==> config.mk <==
export PLATFORM = sky130hd
export DESIGN_NAME = raster_timing
export DESIGN_NICKNAME = d
export VERILOG_FILES = /design/src/rtl/raster_pkg.sv /design/src/rtl/raster_hseq.sv /design/src/rtl/raster_vseq.sv /design/src/rtl/raster_hvlatch.sv /design/src/rtl/raster_timing.sv
export SDC_FILE = /design/constraint.sdc
export NUM_CORES = 1
export LEC_CHECK = 0
export CAP_MARGIN = 5
export CORE_MARGIN = 2
export CORE_UTILIZATION = 30
export CTS_BUF_LIST = sky130_fd_sc_hd__clkbuf_4 sky130_fd_sc_hd__clkbuf_8 sky130_fd_sc_hd__clkbuf_16
export CTS_CLUSTER_DIAMETER = 40
export DETAILED_ROUTE_END_ITERATION = 16
export DONT_BUFFER_PORTS = 1
export SLEW_MARGIN = 15
export SYNTH_ARGS = -nofsm -noshare
export SYNTH_HDL_FRONTEND = slang
export SYNTH_SLANG_ARGS = --single-unit
==> constraint.sdc <==
create_clock -name clk -period 25.8 [get_ports clk]
set_input_delay 1.29 -clock clk [delete_from_list [all_inputs] [get_ports clk]]
set_output_delay 1.29 -clock clk [all_outputs]
set_load 0.02 [all_outputs]
==> src/rtl/raster_pkg.sv <==
package raster_pkg;

    localparam int CNT_W = 9;

    typedef enum logic [1:0] {
        H_ACT,
        H_BRD,
        H_SYNC
    } hphase_t;

    typedef enum logic [2:0] {
        V_ACT,
        V_BBRD,
        V_BBLK,
        V_SYNC,
        V_TBLK,
        V_TBRD
    } vphase_t;

    // Last-plus-one line of a vertical phase for the given region and mode.
    function automatic logic [CNT_W-1:0] v_end(input logic pal,
                                               input logic [1:0] vres,
                                               input vphase_t ph);
        logic [CNT_W-1:0] row [6];
        if (!pal) begin
            if (!vres[0]) row = '{9'h0E0, 9'h0E8, 9'h0ED, 9'h0F0, 9'h0FF, 9'h107};
            else          row = '{9'h0F0, 9'h0F0, 9'h0F5, 9'h0F8, 9'h107, 9'h107};
        end else begin
            unique case (vres)
                2'd0:    row = '{9'h0E0, 9'h100, 9'h103, 9'h106, 9'h119, 9'h139};
                2'd1:    row = '{9'h0F0, 9'h108, 9'h10B, 9'h10E, 9'h121, 9'h139};
                default: row = '{9'h100, 9'h110, 9'h113, 9'h116, 9'h129, 9'h139};
            endcase
        end
        return row[int'(ph)];
    endfunction

endpackage

==> src/rtl/raster_hseq.sv <==
module raster_hseq
    import raster_pkg::*;
#(
    parameter int H_ACT_N = 320,
    parameter int H_BRD_N = 347,
    parameter int H_TOT_N = 427,
    parameter int H_ACT_W = 352,
    parameter int H_BRD_W = 375,
    parameter int H_TOT_W = 455
) (
    input  logic             clk,
    input  logic             rst_n,
    input  logic             pix_ce,
    input  logic             wide,
    output logic [CNT_W-1:0] hcount,
    output hphase_t          hph,
    output logic             hblank,
    output logic             line_adv,
    output logic [CNT_W-1:0] htot
);

    localparam logic [CNT_W-1:0] A_N = CNT_W'(H_ACT_N);
    localparam logic [CNT_W-1:0] B_N = CNT_W'(H_BRD_N);
    localparam logic [CNT_W-1:0] T_N = CNT_W'(H_TOT_N);
    localparam logic [CNT_W-1:0] A_W = CNT_W'(H_ACT_W);
    localparam logic [CNT_W-1:0] B_W = CNT_W'(H_BRD_W);
    localparam logic [CNT_W-1:0] T_W = CNT_W'(H_TOT_W);

    hphase_t          st_q, st_d;
    logic [CNT_W-1:0] cnt_q, cnt_d;
    logic [CNT_W-1:0] lim;

    assign htot = wide ? T_W : T_N;

    always_comb begin
        unique case (st_q)
            H_ACT:   lim = wide ? A_W : A_N;
            H_BRD:   lim = wide ? B_W : B_N;
            H_SYNC:  lim = htot;
            default: lim = htot;
        endcase
    end

    always_comb begin
        st_d     = st_q;
        cnt_d    = cnt_q;
        line_adv = 1'b0;
        if (pix_ce) begin
            cnt_d = cnt_q + 1'b1;
            if (cnt_d >= lim) begin
                unique case (st_q)
                    H_ACT:   st_d = H_BRD;
                    H_BRD: begin
                        st_d     = H_SYNC;
                        line_adv = 1'b1;
                    end
                    H_SYNC: begin
                        st_d  = H_ACT;
                        cnt_d = cnt_d - htot;
                    end
                    default: st_d = H_ACT;
                endcase
            end
        end
    end

    // state register
    always_ff @(posedge clk or negedge rst_n) begin
        if (!rst_n) begin
            st_q  <= H_ACT;
            cnt_q <= '0;
        end else begin
            st_q  <= st_d;
            cnt_q <= cnt_d;
        end
    end

    // outputs
    always_comb begin
        hcount = cnt_q;
        hph    = st_q;
        hblank = (st_q != H_ACT);
    end

endmodule

==> src/rtl/raster_vseq.sv <==
module raster_vseq
    import raster_pkg::*;
#(
    parameter int N_VPH = 6
) (
    input  logic             clk,
    input  logic             rst_n,
    input  logic             line_adv,
    input  logic             pal,
    input  logic [1:0]       vres,
    input  logic             intl_on,
    input  logic             disp_on,
    output logic [CNT_W-1:0] vcount,
    output vphase_t          vph,
    output logic             vblank,
    output logic             iblank,
    output logic             odd,
    output logic [CNT_W-1:0] vtot
);

    vphase_t          st_q, st_d;
    logic [CNT_W-1:0] cnt_q, cnt_d;
    logic             vb_q, vb_d, ib_q, ib_d, odd_q, odd_d;
    logic [CNT_W-1:0] lim;
    logic             go;

    assign vtot = v_end(pal, vres, V_TBRD);

    always_comb begin
        st_d  = st_q;
        cnt_d = cnt_q;
        vb_d  = vb_q;
        ib_d  = ib_q | ~disp_on;
        odd_d = odd_q;
        go    = 1'b1;
        lim   = '0;
        if (line_adv) begin
            cnt_d = cnt_q + 1'b1;
            if (cnt_d == vtot - 1'b1) vb_d = 1'b0;
            // zero-length phases need several transitions on one line step
            for (int k = 0; k < N_VPH; k++) begin
                lim = v_end(pal, vres, st_d)
                    - ((st_d == V_BBLK && intl_on) ? 9'd1 : 9'd0);
                if (go && cnt_d >= lim) begin
                    unique case (st_d)
                        V_ACT: begin
                            st_d = V_BBRD;
                            ib_d = 1'b1;
                            vb_d = 1'b1;
                        end
                        V_BBRD: st_d = V_BBLK;
                        V_BBLK: begin
                            st_d = V_SYNC;
                            if (intl_on) begin
                                odd_d = ~odd_d;
                                cnt_d = cnt_d + {8'd0, odd_d};
                            end else begin
                                odd_d = 1'b1;
                            end
                        end
                        V_SYNC: st_d = V_TBLK;
                        V_TBLK: st_d = V_TBRD;
                        V_TBRD: begin
                            st_d  = V_ACT;
                            cnt_d = cnt_d - vtot;
                            ib_d  = ~disp_on;
                        end
                        default: st_d = V_ACT;
                    endcase
                end else begin
                    go = 1'b0;
                end
            end
        end
    end

    // state register
    always_ff @(posedge clk or negedge rst_n) begin
        if (!rst_n) begin
            st_q  <= V_ACT;
            cnt_q <= '0;
            vb_q  <= 1'b0;
            ib_q  <= 1'b1;
            odd_q <= 1'b1;
        end else begin
            st_q  <= st_d;
            cnt_q <= cnt_d;
            vb_q  <= vb_d;
            ib_q  <= ib_d;
            odd_q <= odd_d;
        end
    end

    // outputs
    always_comb begin
        vcount = cnt_q;
        vph    = st_q;
        vblank = vb_q;
        iblank = ib_q;
        odd    = odd_q;
    end

endmodule

==> src/rtl/raster_hvlatch.sv <==
module raster_hvlatch
    import raster_pkg::*;
(
    input  logic             clk,
    input  logic             rst_n,
    input  logic [CNT_W-1:0] hcount,
    input  hphase_t          hph,
    input  logic [CNT_W-1:0] htot,
    input  logic [CNT_W-1:0] vcount,
    input  vphase_t          vph,
    input  logic [CNT_W-1:0] vtot,
    input  logic             dbl,
    input  logic             odd,
    input  logic             sw_req,
    input  logic             ext_en,
    input  logic             ext_stb,
    input  logic             stat_rd,
    output logic [CNT_W:0]   lat_h,
    output logic [CNT_W:0]   lat_v,
    output logic             flag
);

    logic [CNT_W:0]   h_ofs, v_ofs;
    logic [CNT_W-1:0] h_val, v_val;
    logic             take_sw, take_hw;

    assign take_sw = sw_req & ~ext_en;
    assign take_hw = ext_stb & ext_en;

    always_comb begin
        h_ofs = {1'b0, hcount} + 10'h200 - {1'b0, htot};
        v_ofs = {1'b0, vcount} + 10'h200 - {1'b0, vtot};
        h_val = (hph == H_SYNC) ? h_ofs[CNT_W-1:0] : hcount;
        v_val = (vph inside {V_SYNC, V_TBLK, V_TBRD}) ? v_ofs[CNT_W-1:0] : vcount;
    end

    always_ff @(posedge clk or negedge rst_n) begin
        if (!rst_n) begin
            lat_h <= '0;
            lat_v <= '0;
            flag  <= 1'b0;
        end else begin
            if (take_sw || take_hw) begin
                lat_h <= {h_val, 1'b0};
                lat_v <= dbl ? {v_val, ~odd} : {1'b0, v_val};
            end
            if (take_hw)      flag <= 1'b1;
            else if (stat_rd) flag <= 1'b0;
        end
    end

endmodule

==> src/rtl/raster_timing.sv <==
module raster_timing
    import raster_pkg::*;
#(
    parameter int H_ACT_N = 320,
    parameter int H_BRD_N = 347,
    parameter int H_TOT_N = 427,
    parameter int H_ACT_W = 352,
    parameter int H_BRD_W = 375,
    parameter int H_TOT_W = 455
) (
    input  logic        clk,
    input  logic        rst_n,
    input  logic        pix_ce,
    input  logic        ctrl_we,
    input  logic [15:0] ctrl_wdata,
    input  logic        pal_sel,
    input  logic        ext_latch_en,
    input  logic        ext_latch_stb,
    input  logic        cnt_latch_rd,
    input  logic        stat_rd,
    output logic [8:0]  hcount,
    output logic [8:0]  vcount,
    output logic        hblank,
    output logic        vblank,
    output logic [15:0] status_word,
    output logic [9:0]  lat_hcount,
    output logic [9:0]  lat_vcount
);

    logic       disp_q, wide_q;
    logic [1:0] intl_q, vres_q;
    logic       unused_ctrl;

    hphase_t          hph;
    vphase_t          vph;
    logic             line_adv, iblank, odd, cap_flag;
    logic [CNT_W-1:0] htot, vtot;

    assign unused_ctrl = ^{ctrl_wdata[14:8], ctrl_wdata[3:1]};

    always_ff @(posedge clk or negedge rst_n) begin
        if (!rst_n) begin
            disp_q <= 1'b0;
            intl_q <= 2'd0;
            vres_q <= 2'd0;
            wide_q <= 1'b0;
        end else if (ctrl_we) begin
            disp_q <= ctrl_wdata[15];
            intl_q <= ctrl_wdata[7:6];
            vres_q <= ctrl_wdata[5:4];
            wide_q <= ctrl_wdata[0];
        end
    end

    raster_hseq #(
        .H_ACT_N(H_ACT_N), .H_BRD_N(H_BRD_N), .H_TOT_N(H_TOT_N),
        .H_ACT_W(H_ACT_W), .H_BRD_W(H_BRD_W), .H_TOT_W(H_TOT_W)
    ) u_hseq (
        .clk      (clk),
        .rst_n    (rst_n),
        .pix_ce   (pix_ce),
        .wide     (wide_q),
        .hcount   (hcount),
        .hph      (hph),
        .hblank   (hblank),
        .line_adv (line_adv),
        .htot     (htot)
    );

    raster_vseq u_vseq (
        .clk      (clk),
        .rst_n    (rst_n),
        .line_adv (line_adv),
        .pal      (pal_sel),
        .vres     (vres_q),
        .intl_on  (|intl_q),
        .disp_on  (disp_q),
        .vcount   (vcount),
        .vph      (vph),
        .vblank   (vblank),
        .iblank   (iblank),
        .odd      (odd),
        .vtot     (vtot)
    );

    raster_hvlatch u_latch (
        .clk     (clk),
        .rst_n   (rst_n),
        .hcount  (hcount),
        .hph     (hph),
        .htot    (htot),
        .vcount  (vcount),
        .vph     (vph),
        .vtot    (vtot),
        .dbl     (intl_q == 2'd3),
        .odd     (odd),
        .sw_req  (cnt_latch_rd),
        .ext_en  (ext_latch_en),
        .ext_stb (ext_latch_stb),
        .stat_rd (stat_rd),
        .lat_h   (lat_hcount),
        .lat_v   (lat_vcount),
        .flag    (cap_flag)
    );

    assign status_word = {6'd0, cap_flag, 5'd0, iblank, hblank, odd, pal_sel};

endmodule

# --- Yosys cells after proc, flatten, opt, wreduce, memory -nomap -nowiden ---
# Index checks and enable logic that the tools add are counted.
totals:
  regBits: 52
  input_bits: 25
  elab_cells: 275
op_classes:
  n_addsub: 26
  n_lt_le_gt_ge: 13
  n_eq_ne: 35
  n_mux: 145
  n_bitwise: 17
  n_reduce_logical: 25
ops:
  columns: ["cell", "n"]
  rows:
  - ["$mux 9", 33]
  - ["$ge 32x4->1 const B", 6]
  - ["$not 3->32", 6]
  - ["$bmux 9 s3", 6]
  - ["$sub 9x9->9", 15]
  - ["$pmux 9 s2", 7]
  - ["$mux 54", 2]
  - ["$pmux 54 s2", 1]
  - ["$pmux 3 s5", 6]
  - ["$mux 1", 67]
  - ["$ge 9x9->1", 7]
  - ["$add 9x1->9", 6]
  - ["$mux 50", 1]
  - ["$add 9x1->9 const B", 4]
  - ["$eq 3x2->1 const B", 12]
  - ["$eq 3x3->1 const B", 12]
  - ["$mux 3", 11]
  - ["$eq 3x1->1 const B", 6]
  - ["$logic_not 3->1", 6]
  - ["$mux 6", 2]
  - ["$pmux 1 s2", 6]
  - ["$logic_and 1x1->1", 11]
  - ["$mux 10", 1]
  - ["$eq 9x9->1", 1]
  - ["other kinds (14)", 26]

# --- Longest topological paths before layout ---
depth:
  depth_word: 58
  ltp_mapped: 113

# --- Hierarchy ---
# From an unflattened synthesis, not the netlist that was laid out.
hier_totals:
  cells_unflattened: 1908
  hier_area_um2: 13664.4
modules_own_cells:
  columns: ["mod", "n_inst", "cells_per_inst", "area_per_inst_um2", "seq_area_each_um2"]
  rows:
  - ["raster_vseq", 1, 1523, 10248.6, 377.9]
  - ["raster_hvlatch", 1, 215, 1785.5, 500.5]
  - ["raster_hseq", 1, 138, 1242.4, 275.3]
  - ["raster_timing", 1, 32, 387.9, 150.1]

# --- Least setup slack after synthesis ---
# OpenSTA, ideal clock, no wires.
synth_path:
  kind: "input -> register"
  startpoint: "input port pal_sel"
  endpoint: "register u_vseq.cnt_q[6] (netlist: u_vseq.vcount[6])"
  setup_time_ps: 92
  arrival_time_ps: 20212
  required_ps: 25708
  setup_slack_ps: 5496
  path_stages: 96
  path_buffers: 9
  path_cell_list: "clkbuf_1 > clkinv_1 > clkbuf_1 > a221oi_1 > xor2_1 > ha_1 > nand4_1 > or2_4 > o211ai_2 > buf_6 > buf_6 > buf_2 > buf_2 > o21ai_0 > a22oi_1 > nor2_1 > a211oi_1 > a21oi_1 > (+60 left out) > ha_1 > ha_1 > a21o_1 > a21oi_1 > nor2b_1 > o21ai_0 > nand2b_1 > a21oi_1 > nor2b_1 > o21ai_0 > nand2b_1 > a21oi_1 > nor2_1 > nand3_1 > and4bb_1 > a21o_1 > and3_4 > o31ai_2"
synth_between:
  elab_chain_cells: 53
  word_cells_on_any_way: 158
  classes_between: "add/sub: 17; order compare: 6; eq/ne: 22; mux: 89; bitwise: 10; reduce/logical: 14"
synth_lines:
  columns: ["item", "line", "text"]
  rows:
  - ["start: declaration", "raster_timing.sv:16", "input logic pal_sel,"]
  - ["$mux 54 *", "raster_pkg.sv:25", "if (!pal) begin"]
  - ["$mux 54", "raster_vseq.sv:37", "if (line_adv) begin"]
  - ["$bmux 9 s3", "raster_pkg.sv:35", "return row[int'(ph)];"]
  - ["$mux 9 (implied by the code) (2 in series)", "raster_pkg.sv:35", null]
  - ["$sub 9x9->9", "raster_vseq.sv:43", "- ((st_d == V_BBLK && intl_on) ? 9'd1 : 9'd0);"]
  - ["$ge 9x9->1", "raster_vseq.sv:44", "if (go && cnt_d >= lim) begin"]
  - ["$mux 3", "raster_vseq.sv:44", null]
  - ["$mux 3", "raster_vseq.sv:37", null]
  - ["(+35 left out)", null, null]
  - ["$mux 3", "raster_vseq.sv:37", null]
  - ["$not 3->32 (implied by the code)", "raster_pkg.sv:35", null]
  - ["$bmux 9 s3", "raster_pkg.sv:35", null]
  - ["$mux 9 (implied by the code) (2 in series)", "raster_pkg.sv:35", null]
  - ["$sub 9x9->9", "raster_vseq.sv:43", null]
  - ["$ge 9x9->1", "raster_vseq.sv:44", null]
  - ["$logic_and 1x1->1", "raster_vseq.sv:44", null]
  - ["$mux 9 *", "raster_vseq.sv:44", null]
  - ["end signal: assignment", "raster_vseq.sv:87", "cnt_q <= cnt_d;"]
  - ["end: declaration", "raster_vseq.sv:22", "logic [CNT_W-1:0] cnt_q, cnt_d;"]
# Mark *: on every way between the ends. The rest lies on a longest branch, timed or not. The select of a mux whose other input is x is not followed.
# A chain may end at the register's enable or synchronous reset.

# --- Worst setup path after layout ---
layout_path:
  startpoint: "register u_vseq.st_q[0] (netlist: u_vseq.vph[0])"
  endpoint: "register u_vseq.cnt_q[6] (netlist: u_vseq.vcount[6])"
layout_between:
  elab_chain_cells: 52
  word_cells_on_any_way: 166
  classes_between: "add/sub: 16; order compare: 6; eq/ne: 27; mux: 90; bitwise: 11; reduce/logical: 16"
layout_lines:
  columns: ["item", "line", "text"]
  rows:
  - ["start: declaration", "raster_vseq.sv:21", "vphase_t st_q, st_d;"]
  - ["start signal: assignment", "raster_vseq.sv:86", "st_q <= st_d;"]
  - ["$not 3->32 (implied by the code)", "raster_pkg.sv:35", null]
  - ["$bmux 9 s3", "raster_pkg.sv:35", null]
  - ["$mux 9 (implied by the code) (2 in series)", "raster_pkg.sv:35", null]
  - ["$sub 9x9->9", "raster_vseq.sv:43", null]
  - ["$ge 9x9->1", "raster_vseq.sv:44", null]
  - ["$mux 3", "raster_vseq.sv:44", null]
  - ["$mux 3", "raster_vseq.sv:37", null]
  - ["$not 3->32 (implied by the code)", "raster_pkg.sv:35", null]
  - ["(+34 left out)", null, null]
  - ["$mux 3", "raster_vseq.sv:37", null]
  - ["$not 3->32 (implied by the code)", "raster_pkg.sv:35", null]
  - ["$bmux 9 s3", "raster_pkg.sv:35", null]
  - ["$mux 9 (implied by the code) (2 in series)", "raster_pkg.sv:35", null]
  - ["$sub 9x9->9", "raster_vseq.sv:43", null]
  - ["$ge 9x9->1", "raster_vseq.sv:44", null]
  - ["$logic_and 1x1->1", "raster_vseq.sv:44", null]
  - ["$mux 9 *", "raster_vseq.sv:44", null]
# Marked as above.

==> metrics list <==
- The count of nets left with antenna violations once routing finished came out at 0.
* Vias in the first global route: 11.6k
* Number of synthesized flops with an enable pin: 0
- For this run, design rule violations remaining after detail routing come to 0.
- Summed over all layers, the routed wires come to 38600 um.
- Setup bufs post-CTS: 0
* Cell row count: 73
- Area of the multi-input gates: 0.00999 sq mm
* Most instantiated flip-flop cell in the synthesis netlist: sky130_fd_sc_hd__dfrtp_1
- Final hold viol count: 0
* Most common cell type on the critical path: sky130_fd_sc_hd__nor2_1
- Post-Syn Instances: 1683
- Most frequent cells in the layout: sky130_fd_sc_hd__nand2_1, sky130_fd_sc_hd__nor2_1, sky130_fd_sc_hd__o21ai_0
- The die covers 0.0416 sq mm.
- Number of DRC markers in iteration 0: 1073
* Share of synthesized area occupied by flip-flops and latches: 10.9%
- Final total negative setup slack: 0 ns
* Post-DR vias/cell: 5.87
- Startpoint-to-endpoint class of the critical path: flop to flop
- Sequential cell area: 0.00130 sq mm
- The slowest stage of the critical path belongs to the cell sky130_fd_sc_hd__a2111oi_1.
- Final estimated routing congestion in global placement: 0.910
* Sw frac: 54.4%
* Filler cell count: 4321
- Timing would allow up to 43.1 MHz.
- Summed over all nets, the half-perimeter wirelength after detailed placement is 29700 um.
* LEAKAGE: 0.00528 uW
- Rel. slew slack: 26.7%
- Synthesis instantiated 121 different standard cells from the library.
* Maximum number of pins on one net before global-route repair: 71
- Highest net fanout along the worst path: 32
* Max-slew violation total from the final report: 0
- Global routing consumed, over all layers together, 17.8% of the routing resources.
* Final total power: 794 uW
- In this run the power spent charging and discharging nets is 432 uW.
- Shortest clock period the worst path allows after layout: 23.20 ns
- Flop and latch count out of synthesis: 52
* Worst setup slack for register-to-register paths: 2.60 ns
* Number of diodes: 0
* Part of the cycle the worst path needs: 89.9%
- Total core area: 0.0396 sq mm
* Top-level I/O count: 81
* Latest clock arrival within the worst-skew pair: 0.29 ns
- Number of clock sinks: 52
- The worst-case IR drop observed on VDD is 34.3 uV.
* Area growth from synthesis to layout: 4.09%
- After clock tree synthesis, the clock-pin slew on the worst setup and hold paths is 0.07 ns.
* Clock skew after layout: 0.00347 ns
- The worst setup path is captured at a flop.
- CTS-repair resized insts: 0
* Synth warnings: 0
- The longest clock path from root to sink contains 2 buffers.
- Buffers placed on the I/O ports in this run total 0.
- Outcome: complete, no violations
* Antenna violations before repair: 0
- Final nets: 1785
- In this run the clock root is driven by a sky130_fd_sc_hd__clkbuf_16.
- At the worst endpoint, the required time is 26.00 ns.
- The internal portion of the total power is 362 uW.
- Hold Crit Class: flop to flop
- The post-route netlist has 6.97% of its cells at a drive strength greater than 1.
- Maximum capacitance violations: 0
- CTS HTree Levels: 2
- TritonCTS built the clock tree.
* Data arrival, critical path: 23.40 ns
- For this run, the slowest stage of the critical path takes 0.82 ns.
* Post-Syn Area per Cell: 7.13 sq um
- In this run the vertical extent of the chip is 204 um.
* RSZ-0062 raised after global routing: no
* Routed vias: 12.6k
- Most frequent standard cell in the layout excluding fill and tap cells: sky130_fd_sc_hd__nand2_1
- The first detailed-routing pass ran for 9 iterations.
- Type of element launching the critical path: flop
- The clock network is responsible for 8.7% of the overall power.
- Comb pwr share: 71.0%
* Power per unit of standard cell area: 63.5 mW/mm^2
* Total CTS buffers: 5
- Post-detailed-route wirelength per cell: 18.0 um
* Final setup fails: 0
- Netlist area before placement: 0.0120 sq mm
* Post-synthesis async set-or-reset flop share: 100%
* DIE WIDTH: 204 um
* Power share of the sequential group: 20.4%
* Number of hold buffers added after CTS: 0
* Effective utilization at floorplan: 30.3%
- Global-route wire length before repair: 61300 um
* Remaining global-route overflow: 0
* Transition time at the pin with the least slew margin: 1.09 ns
flip-flops by register name, summed over array words and instances (netlist names), 2 cells and up:
signal	flops
intl_q	2
u_hseq.hcount	9
u_hseq.hph	2
u_latch.lat_h	9
u_latch.lat_v	10
u_vseq.vcount	9
u_vseq.vph	3
vres_q	2
power groups by stage:
stage	logic, uW	registers, uW	clock network, uW
floorplan	452	147	0
global placement	544	163	0
detailed placement	555	164	0
CTS	559	162	70.4
global route	632	167	73.1
finish	563	162	68.7
Yosys cell counts (all sizes together) (13+ instances only):
master  number  area share (%)
o211ai      18             1.2
nor2b       24             1.3
nand3       64             2.7
xnor2       54             4.1
a21o        33             2.1
inv         63             2.0
a31oi       34             1.8
nor2       168             5.4
dfrtp       50              10
or3         16            0.88
clkbuf      53             1.7
nand4       16            0.83
xor2        34             2.5
a211oi      21             1.4
a21oi      125             5.2
nor3        51             2.4
ha         133              14
and3        17            0.93
mux2        17             1.6
o21ai      149             6.2
o21a        18             1.1
and2        19             1.0
o221ai      13             1.2
or2         14            0.75
mux2i       20             1.7
buf         47             2.6
nand2b      32             1.7
nand2      179             5.7
per-layer routing:
layer / vias to the layer above / track usage (%) / share of wire [%]
met1: 5975 / 24.3 / 45
li1: 6077 / - / -
met5: - / 0 / 0
met4: 0 / 4.97 / 2.5
met2: 486 / 29.3 / 45
met3: 66 / 2.46 / 8.0
worst paths after layout:
kind	startpoint	to	depth (start not counted)
max reg2reg	u_vseq.vph[0]	u_vseq.vcount[6]	96
min	disp_q	u_vseq.iblank	1
min reg2reg	disp_q	u_vseq.iblank	1
min in group asynchronous	rst_n	u_latch.lat_h[9]	0
max	u_vseq.vph[0]	u_vseq.vcount[6]	96
max in group asynchronous	rst_n	u_vseq.odd	0
logic make-up (layout without fill, tap and decap cells):
kind of cell / Yosys count / in the layout / share of synthesized area, %
other cells: 1 / 13 / 0.0312
mux: 37 / 37 / 3.29
buf+inv: 165 / 92 / 6.29
fa+ha+maj: 139 / 139 / 14.9
xor+xnor: 88 / 88 / 6.61
flops: 52 / 52 / 10.9
simple gates: 647 / 647 / 27.1
compound gates: 554 / 554 / 30.9
cell type report:
cell class                      count  area share [%]
Sequential cell                    52            10.4
Inverter                           65            1.97
Timing Repair Buffer               19            1.14
Multi-Input combinational cell   1478            80.0
Tap cell                          525            5.26
Clock inverter                      3           0.200
Clock buffer                        5            1.00
stage by stage:
stage	worst slack (ns)	utilization, %	cell area, sq um	std cells	hold slack, ns
after floorplan	5.50	-	12000	1695	0.446
after global placement	3.45	31.1	12300	2139	0.509
after detailed placement	3.14	31.1	12300	2139	0.515
after CTS	3.15	31.5	12500	2147	0.525
after global routing	0.670	31.5	12500	2147	0.573
final	2.60	31.5	12500	2147	0.530
critical path: cells and delay by family, from the launching register on:
family	cells	cell delay [ns]
compound gates	42	11.49
simple gates	39	6.73
fa+ha+maj	10	2.75
buf+inv	4	1.23
flops	1	0.69
mux	1	0.19
(Power assumes the default switching activity.)
